### config.mk
export PLATFORM = sky130hd
export DESIGN_NAME = irqc_top
export DESIGN_NICKNAME = d
export VERILOG_FILES = /design/src/rtl/irqc_pkg.sv /design/src/rtl/irqc_wtc_bank.sv /design/src/rtl/irqc_agg.sv /design/src/rtl/irqc_top.sv
export SDC_FILE = /design/constraint.sdc
export NUM_CORES = 1
export LEC_CHECK = 0
export ABC_CLOCK_PERIOD_IN_PS = 1280
export BUFFER_PORTS_ARGS = -buffer_cell sky130_fd_sc_hd__buf_2
export CAP_MARGIN = 20
export CORE_ASPECT_RATIO = 0.7
export CORE_UTILIZATION = 50
export DETAILED_ROUTE_END_ITERATION = 16
export GPL_TIMING_DRIVEN = 0
export PLACE_DENSITY = 0.88
export SYNTH_ARGS = -nofsm -noshare
export SYNTH_HDL_FRONTEND = slang
export SYNTH_SLANG_ARGS = --single-unit
### constraint.sdc
create_clock -name clk -period 1.28 [get_ports clk]
set_input_delay 0 -clock clk [delete_from_list [all_inputs] [get_ports clk]]
set_output_delay 0 -clock clk [all_outputs]
set_load 0.01 [all_outputs]
### src/rtl/irqc_pkg.sv
package irqc_pkg;
  localparam int NPRIM = 12;
  localparam int NSEC  = 5;

  localparam logic [3:0] A_PRIM  = 4'd0;
  localparam logic [3:0] A_SEC0  = 4'd1;
  localparam logic [3:0] A_PMASK = 4'd6;
  localparam logic [3:0] A_UMASK = 4'd7;
  localparam logic [3:0] A_GIE   = 4'd8;

  localparam int P_RXOK    = 0;
  localparam int P_BNR     = 1;
  localparam int P_TXOK    = 2;
  localparam int P_TXDESC  = 3;
  localparam int P_TXERR   = 4;
  localparam int P_EOL     = 5;
  localparam int P_URN     = 6;
  localparam int P_HOSTERR = 7;
  localparam int P_BCNMISC = 8;
  localparam int P_CBROVR  = 9;
  localparam int P_CBRUND  = 10;
  localparam int P_QTRIG   = 11;
endpackage

### src/rtl/irqc_wtc_bank.sv
module irqc_wtc_bank #(
  parameter int W = 8
) (
  input  logic         clk,
  input  logic         rst_n,
  input  logic [W-1:0] set,
  input  logic         clr_en,
  input  logic [W-1:0] clr_bits,
  output logic [W-1:0] q
);
  logic [W-1:0] q_d;
  logic         q_en;

  always_comb begin
    q_en = clr_en | (|set);
    q_d  = (q & ~(clr_en ? clr_bits : '0)) | set;
  end

  always_ff @(posedge clk or negedge rst_n) begin
    if (!rst_n)    q <= '0;
    else if (q_en) q <= q_d;
  end
endmodule

### src/rtl/irqc_agg.sv
module irqc_agg
  import irqc_pkg::*;
#(
  parameter int NQ = 4
) (
  input  logic [2*NQ-1:0]  s0,
  input  logic [2*NQ-1:0]  s1,
  input  logic [NQ+5:0]    s2,
  input  logic [2*NQ-1:0]  s3,
  input  logic [NQ-1:0]    s4,
  input  logic [NQ-1:0]    umask,
  input  logic [1:0]       pdir,
  output logic [NPRIM-1:0] prim
);
  always_comb begin
    prim            = '0;
    prim[P_RXOK]    = pdir[0];
    prim[P_BNR]     = pdir[1];
    prim[P_TXOK]    = |s0[NQ-1:0];
    prim[P_TXDESC]  = |s0[2*NQ-1:NQ];
    prim[P_TXERR]   = |s1[NQ-1:0];
    prim[P_EOL]     = |s1[2*NQ-1:NQ];
    prim[P_URN]     = |(s2[NQ-1:0] & umask);
    prim[P_HOSTERR] = |s2[NQ+2:NQ];
    prim[P_BCNMISC] = |s2[NQ+5:NQ+3];
    prim[P_CBROVR]  = |s3[NQ-1:0];
    prim[P_CBRUND]  = |s3[2*NQ-1:NQ];
    prim[P_QTRIG]   = |s4;
  end
endmodule

### src/rtl/irqc_top.sv
module irqc_top
  import irqc_pkg::*;
#(
  parameter int NQ = 4,
  parameter int DW = 12
) (
  input  logic            clk,
  input  logic            rst_n,
  input  logic            reg_wr,
  input  logic [3:0]      reg_addr,
  input  logic [DW-1:0]   reg_wdata,
  output logic [DW-1:0]   reg_rdata,
  input  logic            ev_rxok,
  input  logic            ev_bnr,
  input  logic [2*NQ-1:0] ev_sec0,
  input  logic [2*NQ-1:0] ev_sec1,
  input  logic [NQ+5:0]   ev_sec2,
  input  logic [2*NQ-1:0] ev_sec3,
  input  logic [NQ-1:0]   ev_sec4,
  output logic            irq
);
  localparam int SW = (2*NQ > NQ+6) ? 2*NQ : NQ+6;

  logic [SW-1:0]    sec_set [NSEC];
  logic [SW-1:0]    sec_q   [NSEC];
  logic [1:0]       pdir_q;
  logic [NPRIM-1:0] prim_view;
  logic [NPRIM-1:0] pmask_q, pmask_d;
  logic [NQ-1:0]    umask_q, umask_d;
  logic             gie_q, gie_d;
  logic             pmask_en, umask_en, gie_en, prim_clr;

  always_comb begin
    for (int k = 0; k < NSEC; k++) sec_set[k] = '0;
    sec_set[0][2*NQ-1:0] = ev_sec0;
    sec_set[1][2*NQ-1:0] = ev_sec1;
    sec_set[2][NQ+5:0]   = ev_sec2;
    sec_set[3][2*NQ-1:0] = ev_sec3;
    sec_set[4][NQ-1:0]   = ev_sec4;
  end

  for (genvar k = 0; k < NSEC; k++) begin : g_sec
    logic clr_en;
    assign clr_en = reg_wr && (reg_addr == A_SEC0 + 4'(k));
    irqc_wtc_bank #(.W(SW)) u_bank (
      .clk      (clk),
      .rst_n    (rst_n),
      .set      (sec_set[k]),
      .clr_en   (clr_en),
      .clr_bits (reg_wdata[SW-1:0]),
      .q        (sec_q[k])
    );
  end

  assign prim_clr = reg_wr && (reg_addr == A_PRIM);

  irqc_wtc_bank #(.W(2)) u_pdir (
    .clk      (clk),
    .rst_n    (rst_n),
    .set      ({ev_bnr, ev_rxok}),
    .clr_en   (prim_clr),
    .clr_bits (reg_wdata[1:0]),
    .q        (pdir_q)
  );

  irqc_agg #(.NQ(NQ)) u_agg (
    .s0    (sec_q[0][2*NQ-1:0]),
    .s1    (sec_q[1][2*NQ-1:0]),
    .s2    (sec_q[2][NQ+5:0]),
    .s3    (sec_q[3][2*NQ-1:0]),
    .s4    (sec_q[4][NQ-1:0]),
    .umask (umask_q),
    .pdir  (pdir_q),
    .prim  (prim_view)
  );

  always_comb begin
    pmask_en = reg_wr && (reg_addr == A_PMASK);
    umask_en = reg_wr && (reg_addr == A_UMASK);
    gie_en   = reg_wr && (reg_addr == A_GIE);
    pmask_d  = reg_wdata[NPRIM-1:0];
    umask_d  = reg_wdata[NQ-1:0];
    gie_d    = reg_wdata[0];
  end

  always_ff @(posedge clk or negedge rst_n) begin
    if (!rst_n) begin
      pmask_q <= '0;
      umask_q <= '0;
      gie_q   <= 1'b0;
    end else begin
      if (pmask_en) pmask_q <= pmask_d;
      if (umask_en) umask_q <= umask_d;
      if (gie_en)   gie_q   <= gie_d;
    end
  end

  assign irq = gie_q & (|(prim_view & pmask_q));

  always_comb begin
    reg_rdata = '0;
    case (reg_addr)
      A_PRIM:  reg_rdata[NPRIM-1:0] = prim_view;
      A_PMASK: reg_rdata[NPRIM-1:0] = pmask_q;
      A_UMASK: reg_rdata[NQ-1:0]    = umask_q;
      A_GIE:   reg_rdata[0]         = gie_q;
      default: begin
        for (int k = 0; k < NSEC; k++)
          if (reg_addr == A_SEC0 + 4'(k)) reg_rdata[SW-1:0] = sec_q[k];
      end
    endcase
  end
endmodule

# == Word-level counts from Yosys, hierarchy flattened ==
# Cells that the tools add are included.
# W data, S select, Z words.
# op_classes
eq_ne,8
n_mux,15
bitwise,27
reduce_logical,28
# ops
operator,count
$mux W10,10
$and A10 B10 Y10,5
$not A10 Y10,5
$reduce_or A4 Y1,9
$or A10 B8 Y10,3
$reduce_or A8 Y1,3
$pmux W6 S3,1
$eq A4 B3 Y1 const B,4
$and A12 B12 Y12,1
$pmux W3 S4,1
$reduce_or A12 Y1,1
$or A10 B10 Y10,1
$or A10 B4 Y10,1
$reduce_or A10 Y1,1
$logic_and A1 B1 Y1,9
$eq A4 B2 Y1 const B,2
$or A1 B1 Y1,6
$reduce_or A3 Y1,2
$and A4 B4 Y4,1
$eq A4 B1 Y1 const B,1
$eq A4 B4 Y1 const B,1
$logic_not A4 Y1,1
$pmux W1 S4,1
$pmux W2 S2,1
6 further kinds,7
# totals
regBits,69
inputBits,59
elab_cells,87

# == Longest topological paths before layout ==
# depth
word_depth,7
depth_mapped,6
ltp_nobuf,4

# == Modules after synthesis ==
# From an unflattened synthesis, not the netlist that was laid out.
# unflattened
hier_cells,353
area_unflattened_um2,3637.2
# by_module_without_submodules
mod,instances,cells_per_inst,area_per_inst_um2,seq_area_each_um2
irqc_wtc_bank (g_sec[0].u_bank ...),5,31,374.1,250.2
irqc_top,1,178,1595.3,425.4
irqc_agg,1,14,98.8,0.0
irqc_wtc_bank (u_pdir),1,6,72.6,50.0

# == Worst setup path before layout ==
# No wires, ideal clock.
# synth_path
path_kind,flip-flop to output port
from,reg umask_q[0]
to,out irq
t_arrival_ps,1332
required_ps,1280
path_slack_ps,-52
stages_incl_launch_ff,5
n_path_buf,0
path_cell_list,dfrtp_1 > a22o_1 > a221oi_1 > o221ai_1 > o31a_1
# synth_via
elab_chain_cells,5
# synth_rtl
item,line,text
start: declaration,irqc_top.sv:29,"logic [NQ-1:0] umask_q, umask_d;"
start signal: assignment,irqc_top.sv:93,if (umask_en) umask_q <= umask_d;
$and A4 B4 Y4,irqc_agg.sv:23,prim[P_URN] = |(s2[NQ-1:0] & umask);
$reduce_or A4 Y1,irqc_agg.sv:23,
$and A12 B12 Y12,irqc_top.sv:98,assign irq = gie_q & (|(prim_view & pmask_q));
$reduce_or A12 Y1,irqc_top.sv:98,
$and A1 B1 Y1,irqc_top.sv:98,
end: declaration,irqc_top.sv:20,output logic irq
# Every way passes these cells.

# == Worst setup path in the final report ==
# layout_path
from,reg g_sec[1].u_bank.q[6]
to,out irq
# layout_via
elab_chain_cells,4
# layout_rtl
item,line,text
start: declaration,irqc_wtc_bank.sv:9,output logic [W-1:0] q
start signal: assignment,irqc_wtc_bank.sv:21,else if (q_en) q <= q_d;
$reduce_or A4 Y1,irqc_agg.sv:22,prim[P_EOL] = |s1[2*NQ-1:NQ];
$and A12 B12 Y12,irqc_top.sv:98,
$reduce_or A12 Y1,irqc_top.sv:98,
$and A1 B1 Y1,irqc_top.sv:98,
# Every way passes these cells.

==> results.md <==
- Routed met1 length: 4613 um
- Placed cell count: 501
- Fmax: 509.4 MHz
- Critical-path cell list: nor4_1 -> nand2b_1 -> o2111ai_1 -> o31a_1 -> buf_2
- Hold Vio Cnt, Final: 0
- Gate power share: 19.3%
- Synth Flop Type: dfrtp_1
- GR Util All Layers: 33.83%
- Nets: 538
- P&R area growth vs syn: 43.75%
- Routed length per placed instance: 20.97 um
- Io pins: 72
- Antenna viol nets, final: 0
- Async S/R FF share, synth: 100.0%
- Die area: 7469 um^2
- Syn Area/Cell: 10.50 um^2
- Sw Ratio: 28.37%
- Max Slew Vio Count: 0
- Post-Syn Nets: 398
- Starting Density: 52.22%
- Sequential share of the synthesized area: 48.49%
- CTS tree: built
- Crit path required time: 1280 ps
- Post-synth top cells: dfrtp_1, nand2_1, a21o_1
- Metal3 WL: 1627 um
- Clock sinks: 69
- Die H: 72.61 um
- Hpwl dp: 7065 um
- Max stage delay on crit path: 420 ps
- Fill cells: 444
- Crit path launch type: flop
- DR top layer: met4
- Power share of the clock group: 38.1%
- CP max FO: 3
- Root buffer cell: clkbuf_8
- Final Core Density: 75.06%
- YS warnings: 0
- Worst-path clk slew: 80 ps
- Largest net degree at the start of global routing: 70
- Post-Syn Area: 3561 um^2
- First-pass GRT wire length: 18220 um
- Crit path buffers/inverters: 1
- DP Worst Slack: -436.6 ps
- DRT Wirelength: 12120 um
- ANT cells: 0
- Internal: 4.254 mW
- Worst-Margin Slew: 877.8 ps
- Clk_lat worst skew: 380 ps
- Post-synth top area cell: dfrtp_1
- Top-count cell post-synth: dfrtp_1
- Final setup violation count: 13
- Sw Pwr: 1.685 mW
- Fin cells: 578
- Setup TNS: -5026 ps
- Family with the most delay on the worst path: simple AND/OR/NAND/NOR gates
- WL met2: 5263 um
- Clk buf depth: 2
- RSZ-0062 raised after global routing: true
- Flop pwr share: 42.6%
- Share of layout cells above drive strength 1: 35.74%
- Count of different cell masters after synthesis: 39
- H-tree depth: 3
- Crit path max-delay cell type: nor4_1
- Core ar.: 6819 um^2
- VDD IR max: 0.6325 mV
- Final WS setup: -683.0 ps
- Pwr dens: 1160 nW/um^2
- Slew headroom: 41.48%
- Vias: 3631
- Vias in the first global route: 3524
- Ranking of synthesized cells by area: dfrtp_1, a21o_1, mux2_2, nand2_1, mux2_4
- Avg Vias per Cell: 6.282
- Port bufs: 68
- Failing checks: setup timing
- CP Data Arrival Time: 1960 ps
- Crit share post-route: 153.4%
- Initial DRC count: 392
- Cts bufs inserted: 9
- Hold WC Path Type: primary input to flop
- Remaining global-route overflow: 0
- Status: complete, but fails checks
- Critical setup path kind: flop to output pin
- Crit path time final: 1963 ps
- 1st-pass router iterations: 9
- Clock skew: 0 ps
- EDFF count, synth: 0
- Row count: 25
- P_leak: 2.127 nW
- DRC: 0
- Seq cells post-synth: 69
- Die Wd: 102.9 um
- Yosys top cell area share: 48.49%
- Nature of the critical path endpoint: output pin
- Max Cap Viol: 0
- Synth Instances: 339
- Initial antenna violation count: 0
- Placer Congestion: 0.9072
[sequential cells by signal, summed over array words and instances, names as in the netlist]
| signal | count |
|---|---|
| g_sec.u_bank.q | 50 |
| umask_q | 4 |
| gie_q | 1 |
| pmask_q | 12 |
| u_pdir.q | 2 |
[area by class of cell]
type | instances | area, um^2 | share of cell area, %
flip-flops and latches | 69 | 1730 | 33.81
well taps | 94 | 117.6 | 2.298
clock inverters | 7 | 122.6 | 2.396
multi-input cells | 240 | 1927 | 37.64
repair buffers | 129 | 947.2 | 18.50
inverters | 13 | 48.80 | 0.9533
plain buffers | 17 | 101.3 | 1.980
clock buffers | 9 | 123.9 | 2.420
[cells by family after synthesis]
group,after synthesis,synth area share (%)
flops,69,48.49
buf+inv,30,3.865
compound gates,121,23.30
mux,32,11.00
simple gates,87,13.35
[power by group through the flow]
stage	sequential [mW]	combinational [mW]	clock, mW
after floorplan	2.49	0.541	0
after global placement	2.53	0.835	0
after detailed placement	2.54	0.859	0
after CTS	2.50	1.06	2.22
after global routing	2.55	1.22	2.31
final	2.53	1.15	2.26
[metrics by stage]
stage          power, mW  hold WS [ps]  cell area (um^2)
6_report           5.939         26.09              5119
5_1_grt            6.078         41.17              5119
4_1_cts            5.788         23.30              5041
3_5_place_dp       3.401         175.3              4028
3_3_place_gp       3.368         176.9              4025
2_1_floorplan      3.035        -295.6              3567
[layout by cell type (no fill, tap or decap), drive strengths merged, types with 3 or more instances in the layout]
master	Yosys	layout
dfrtp	69	69
a21o	40	40
nor4	8	8
o21ai	25	25
a21oi	13	13
nor2b	4	4
nand2	51	51
mux2	27	27
a31o	3	3
nor3	7	7
nand2b	7	7
a21boi	6	6
inv	13	14
a22oi	11	11
buf	10	88
o21a	7	7
mux2i	5	5
clkbuf	7	16
o221ai	8	8
bufinv	0	3
o22ai	3	3
dlygate4sd3	0	51
[worst min-delay path, stage by stage]
cell and delay (ps):
buf_2 170, nand3_1 80, a21o_1 110
[what timing repair did]
item,in CTS,in global routing
pin swaps,11,4
hold endpoints to repair,133,0
endpoints found under the setup margin,24,17
resized for setup,44,13
hold buffers,51,0
setup buffers,9,1
[path summary, 6_finish.rpt]
kind	start	endpoint	slack (ps)	cells after the start
setup / recovery	g_sec[1].u_bank.q[6]	irq	-680	5
min in group asynchronous	rst_n	g_sec[0].u_bank.q[0]	280	2
hold reg to reg	g_sec[4].u_bank.q[9]	g_sec[4].u_bank.q[9]	510	2
hold / removal	reg_wr	u_pdir.q[0]	30	3
max in group asynchronous	rst_n	g_sec[2].u_bank.q[2]	360	2
setup reg to reg	umask_q[0]	umask_q[0]	380	2
[layer usage]
metal	GRT usage, %	vias to the layer above
met5	0	-
met4	16.90	0
met3	12.07	89
met2	49.48	300
met1	44.70	1735
li1	-	1507
Power figures use the tool's default switching activity.
